===== src/rtl/dfu_pkg.sv =====
package dfu_pkg;

    typedef enum logic [2:0] {
        OP_ADD  = 3'd0,
        OP_SUB  = 3'd1,
        OP_MUL  = 3'd2,
        OP_AND  = 3'd3,
        OP_OR   = 3'd4,
        OP_XOR  = 3'd5,
        OP_MULK = 3'd6,
        OP_PASS = 3'd7
    } dfu_op_e;

    typedef enum logic {
        S_SEL    = 1'b0,
        S_COMMIT = 1'b1
    } dfu_state_e;

    function automatic logic op_is_unary(input dfu_op_e op);
        return (op == OP_MULK) || (op == OP_PASS);
    endfunction

endpackage


===== src/rtl/dfu_alu.sv =====
module dfu_alu
    import dfu_pkg::*;
#(
    parameter int DW   = 16,
    parameter int MULK = 7
) (
    input  dfu_op_e       op,
    input  logic [DW-1:0] a,
    input  logic [DW-1:0] b,
    output logic [DW-1:0] y
);
    localparam logic [DW-1:0] KVAL = DW'(MULK);

    always_comb begin
        unique case (op)
            OP_ADD:  y = a + b;
            OP_SUB:  y = a - b;
            OP_MUL:  y = a * b;
            OP_AND:  y = a & b;
            OP_OR:   y = a | b;
            OP_XOR:  y = a ^ b;
            OP_MULK: y = a * KVAL;
            OP_PASS: y = a;
        endcase
    end
endmodule


===== src/rtl/dfu_rr_pick.sv =====
module dfu_rr_pick #(
    parameter int N  = 7,
    parameter int IW = 3
) (
    input  logic [N-1:0]  req,
    input  logic [IW-1:0] ptr,
    output logic [IW-1:0] gnt,
    output logic          any
);
    always_comb begin
        int j;
        any = 1'b0;
        gnt = '0;
        for (int k = 0; k < N; k++) begin
            j = int'(ptr) + k;
            if (j >= N) j = j - N;
            if (!any && req[j]) begin
                any = 1'b1;
                gnt = IW'(j);
            end
        end
    end
endmodule


===== src/rtl/dfu_fire_unit.sv =====
module dfu_fire_unit
    import dfu_pkg::*;
#(
    parameter int AW   = 3,
    parameter int DW   = 16,
    parameter int MULK = 7
) (
    input  logic          clk,
    input  logic          rst_n,
    input  logic          cfg_we,
    input  logic [AW-1:0] cfg_addr,
    input  logic [2:0]    cfg_op,
    input  logic [AW:0]   cfg_dst1,
    input  logic [AW:0]   cfg_dst2,
    input  logic          tok_valid,
    input  logic [AW-1:0] tok_addr,
    input  logic          tok_port,
    input  logic [DW-1:0] tok_data,
    output logic          out_valid,
    output logic [DW-1:0] out_data,
    output logic          tok_err
);
    localparam int N = (1 << AW) - 1;
    localparam logic [AW-1:0] A_OFF = {AW{1'b1}};
    localparam logic [AW:0]   D_EXT = {A_OFF, 1'b1};

    logic [N-1:0]  loaded, pres_l, pres_r, en;
    logic [DW-1:0] val_l [N];
    logic [DW-1:0] val_r [N];
    dfu_op_e       op_q  [N];
    logic [AW:0]   d1_q  [N];
    logic [AW:0]   d2_q  [N];

    dfu_state_e    state, nxt;
    logic [AW-1:0] sel_q, ptr_q, gnt;
    logic          any;
    logic [DW-1:0] res;

    function automatic logic dst_free(input logic [AW:0] d,
                                      input logic [N-1:0] pl,
                                      input logic [N-1:0] pr);
        if (d[AW:1] == A_OFF) return 1'b1;
        return d[0] ? !pr[d[AW:1]] : !pl[d[AW:1]];
    endfunction

    for (genvar g = 0; g < N; g++) begin : g_enable
        assign en[g] = loaded[g] && pres_l[g]
                    && (op_is_unary(op_q[g]) || pres_r[g])
                    && dst_free(d1_q[g], pres_l, pres_r)
                    && dst_free(d2_q[g], pres_l, pres_r);
    end

    dfu_rr_pick #(.N(N), .IW(AW)) u_pick (
        .req(en), .ptr(ptr_q), .gnt(gnt), .any(any)
    );

    dfu_alu #(.DW(DW), .MULK(MULK)) u_alu (
        .op(op_q[sel_q]), .a(val_l[sel_q]), .b(val_r[sel_q]), .y(res)
    );

    // Commit-cycle decode
    logic        commit, wr1, wr2, to_ext, tok_ok, tok_occ, tok_clash;
    logic [AW:0] d1, d2;
    assign d1     = d1_q[sel_q];
    assign d2     = d2_q[sel_q];
    assign commit = (state == S_COMMIT) && en[sel_q];
    assign wr1    = commit && (d1[AW:1] != A_OFF);
    assign wr2    = commit && (d2[AW:1] != A_OFF);
    assign to_ext = commit && ((d1 == D_EXT) || (d2 == D_EXT));

    // Token acceptance
    assign tok_occ   = tok_port ? pres_r[tok_addr] : pres_l[tok_addr];
    assign tok_clash = (wr1 && d1 == {tok_addr, tok_port})
                    || (wr2 && d2 == {tok_addr, tok_port})
                    || (cfg_we && cfg_addr == tok_addr);
    assign tok_ok    = tok_valid && (tok_addr != A_OFF) && !tok_occ && !tok_clash;

    // State register
    always_ff @(posedge clk) begin
        if (!rst_n) state <= S_SEL;
        else        state <= nxt;
    end

    always_comb begin
        unique case (state)
            S_SEL:    nxt = any ? S_COMMIT : S_SEL;
            S_COMMIT: nxt = S_SEL;
        endcase
    end

    // Outputs and template store
    always_ff @(posedge clk) begin
        if (!rst_n) begin
            loaded    <= '0;
            pres_l    <= '0;
            pres_r    <= '0;
            sel_q     <= '0;
            ptr_q     <= '0;
            out_valid <= 1'b0;
            out_data  <= '0;
            tok_err   <= 1'b0;
            for (int i = 0; i < N; i++) begin
                val_l[i] <= '0;
                val_r[i] <= '0;
                op_q[i]  <= OP_ADD;
                d1_q[i]  <= {A_OFF, 1'b0};
                d2_q[i]  <= {A_OFF, 1'b0};
            end
        end else begin
            out_valid <= to_ext;
            if (to_ext) out_data <= res;
            tok_err <= tok_valid && !tok_ok;

            if (state == S_SEL && any) sel_q <= gnt;

            if (commit) begin
                ptr_q <= (int'(sel_q) == N - 1) ? '0 : sel_q + 1'b1;
                pres_l[sel_q] <= 1'b0;
                pres_r[sel_q] <= 1'b0;
            end
            if (wr1) begin
                if (d1[0]) begin val_r[d1[AW:1]] <= res; pres_r[d1[AW:1]] <= 1'b1; end
                else       begin val_l[d1[AW:1]] <= res; pres_l[d1[AW:1]] <= 1'b1; end
            end
            if (wr2) begin
                if (d2[0]) begin val_r[d2[AW:1]] <= res; pres_r[d2[AW:1]] <= 1'b1; end
                else       begin val_l[d2[AW:1]] <= res; pres_l[d2[AW:1]] <= 1'b1; end
            end
            if (tok_ok) begin
                if (tok_port) begin val_r[tok_addr] <= tok_data; pres_r[tok_addr] <= 1'b1; end
                else          begin val_l[tok_addr] <= tok_data; pres_l[tok_addr] <= 1'b1; end
            end
            if (cfg_we && cfg_addr != A_OFF) begin
                loaded[cfg_addr] <= 1'b1;
                op_q[cfg_addr]   <= dfu_op_e'(cfg_op);
                d1_q[cfg_addr]   <= cfg_dst1;
                d2_q[cfg_addr]   <= cfg_dst2;
                pres_l[cfg_addr] <= 1'b0;
                pres_r[cfg_addr] <= 1'b0;
            end
        end
    end
endmodule


===== config.mk =====
export PLATFORM = sky130hd
export DESIGN_NAME = dfu_fire_unit
export DESIGN_NICKNAME = d
export VERILOG_FILES = /design/src/rtl/dfu_pkg.sv /design/src/rtl/dfu_alu.sv /design/src/rtl/dfu_rr_pick.sv /design/src/rtl/dfu_fire_unit.sv
export SDC_FILE = /design/constraint.sdc
export NUM_CORES = 1
export LEC_CHECK = 0
export ABC_AREA = 1
export BUFFER_PORTS_ARGS = -buffer_cell sky130_fd_sc_hd__buf_2
export CORE_MARGIN = 10
export CORE_UTILIZATION = 40
export CTS_CLUSTER_DIAMETER = 40
export DETAILED_ROUTE_END_ITERATION = 10
export REMOVE_ABC_BUFFERS = 1
export SLEW_MARGIN = 40
export SYNTH_ARGS = -nofsm -noshare
export SYNTH_HDL_FRONTEND = slang
export SYNTH_SLANG_ARGS = --single-unit

===== constraint.sdc =====
create_clock -name clk -period 7.78 [get_ports clk]
set_clock_uncertainty 0.05 [all_clocks]
set_input_delay 0.389 -clock clk [delete_from_list [all_inputs] [get_ports clk]]
set_output_delay 0.389 -clock clk [all_outputs]
set_load 0.03 [all_outputs]

==> results.toml <==
[synthesis]
synth-edff-count = 333
synth_cell_types = 66
synth_warnings = 0
avgSynthCellArea_sq_um = 7.80
ys_seq_area_frac = 0.370
synth.most_common_cell = "nand2_1"
netlist_top_cells_area = "edfxtp_1, nand2_1, fa_1"
synth_commonest_cells = "nand2_1, inv_1, nor2_1"
syn_inst = 3880
synth_top_area_cell = "edfxtp_1"
synth_top_area_share = 0.330
synth_area_sq_um = 30300
synth_ff_type = "edfxtp_1"
yosys_register_bits = 393
synth_async_sr_flop_share = 0

[die]
core-area_sq_um = 74700
die_area_sq_um = 87100
start_util = 0.405
rows = 100
die_w_um = 295
io_pins = 56
dieHeight_um = 295

[sta]
worstMarginPinSlew_ns = 0.949
maxSlewViolCount = 0
max_freq_ghz = 0.134
relSlewSlack = 0.366
fin_hold_ws_ns = 0.0330
period_share = 0.956
fin_crit_ns = 7.44
hold_violations = 0
setup_viol = 0

[layout]
nets = 4231
multi_input_area_sq_um = 16100
fillers = 7474
drive_gt1_frac = 0.114
stdcell_area_sq_um = 34300
syn_to_final_growth_pct = 13.3
seqCellArea_sq_um = 11200
diodes = 0

[hold_path]
min_path_type = "input port to flop"
hp-start = "cfg_dst2[1]"

[grt]
grt_use_total = 0.246
antenna_found_initial = 1
grt_pass1_vias = 26355
grt_max_degree = 66
grt_first_pass_wirelength_um = 163000
overflow = 0

[routing]
drc = 0
post_drt_wl_per_cell_um = 22.1
first_pass_iters = 8
vias = 28030
wl_um = 110000
drtAntennaViolNets = 0
drt_iter0_drc = 3198
viasPerCell = 5.61

[clock_tree]
clockBufferDepth = 3
tritoncts = "built"
path_clk_slew_ns = 0.05
cts.sinks = 393
cts-root-buf = "clkbuf_16"
numCtsBuffers = 71
insertion_delay_ns = 0.63
h-tree-depth = 3

[setup_path]
cp-start-kind = "flop"
critPathKind = "flop to flop"
cp_common_cell = "nand2_1"
max_stage_delay_ns = 0.56
cpMaxStageDelayCell = "fa_1"
required_ns = 8.15
cp_max_fo = 53
crit_path_end_kind = "flop"
arrival_ns = 7.81

[run_status]
outcome = "finished, final reports clean"

[job]
maxCapViolCount = 0

[placed_design]
dpl_cell_area_sq_um = 31800
hpwl_um = 77200
globalplace.congestion = 0.965
io_buffer_count = 55
[cells by family (layout without fill, tap and decap cells)]
kind of cell / after synthesis / after routing / share of synthesized area
other cells: 1 / 43 / 0.000124
simple gates: 1640 / 1640 / 0.233
compound gates: 833 / 833 / 0.159
flops: 393 / 393 / 0.370
buf+inv: 735 / 843 / 0.106
fa+ha+maj: 220 / 220 / 0.115
xor+xnor: 58 / 58 / 0.0168
[cells in the final DEF (no fill, tap or decap), types with 20 or more instances in the layout]
cell type and n:
ha_1 124, o22ai_1 147, inv_2 27, o21ai_1 55, conb_1 43, buf_4 95
dfxtp_1 56, edfxtp_1 333, nor2_1 369, o22ai_2 22, nand3_1 280, buf_2 55
fa_1 96, o211ai_1 23, o21ai_0 299, inv_1 510, clkbuf_16 73, nand2_2 35
o21ai_2 20, nand2_1 842, nor3_1 23, xor2_1 43, a21oi_1 208
[layer usage]
layer | vias to the layer above | routed length (um) | share of wire | track usage
met2 | 1433 | 50200 | 0.45 | 0.395
met1 | 13223 | 45100 | 0.41 | 0.321
met4 | 2 | 5300 | 0.048 | 0.118
met3 | 279 | 9860 | 0.089 | 0.0400
li1 | 13093 | - | - | -
met5 | - | 11 | 0.00010 | 0
[timing repair]
item / CTS / global route
buffers inserted: 0 / 4
hold buffers: 1 / 0
hold endpoints to repair: 1 / 0
endpoints found under the setup margin: 0 / 50
gates resized for setup: 0 / 11
[state kept, by name, indices dropped and copies added, names as in the netlist, named ones only]
| register | flops |
|---|---|
| d1_q | 32 |
| d2_q | 32 |
| loaded | 7 |
| op_q | 24 |
| out_data | 16 |
| out_valid | 1 |
| pres_l | 7 |
| pres_r | 7 |
| ptr_q | 3 |
| sel_q | 3 |
| state | 1 |
| tok_err | 1 |
| val_l | 128 |
| val_r | 128 |
[final timing paths]
check	endpoint	slack [ns]	cells after the start
max	val_r[0][15]$_DFFE_PP_	0.34	33
min	d2_q[5][1]$_DFFE_PP_	0.03	3
max reg2reg	val_r[0][15]$_DFFE_PP_	0.34	33
min reg2reg	loaded[0]$_SDFFE_PN0P_	0.40	2
[area by class of cell]
type,count,share of cell area
Clock buffer,88,0.0555
Clock inverter,42,0.0146
Inverter,547,0.0603
Multi-Input combinational cell,2794,0.470
Sequential cell,393,0.327
Tap cell,969,0.0354
Timing Repair Buffer,166,0.0374
[through the flow]
step	worst slack, ns	utilization	TNS, ns	instances
after floorplan	-3.39	-	-523.71	3734
after global placement	0.158	0.424	0	4861
after detailed placement	0.144	0.425	0	4863
after CTS	0.111	0.457	0	4994
after global routing	-0.00963	0.459	-0.0176	4999
final	0.340	0.459	0	4999
[worst max-delay path: cells and delay by family (launching register included)]
family	cells	cell delay, ns
DFF	1	0.39
AOI/OAI and AO/OA	1	0.23
buffers and inverters	9	1.28
and+or+nand+nor	14	1.59
xor gates and xnor gates	3	0.68
adders and majority gates	6	2.99
Power is left out: the tool's default activity adds up to more than one toggle a clock period on the data nets, which glitch-free logic cannot reach.
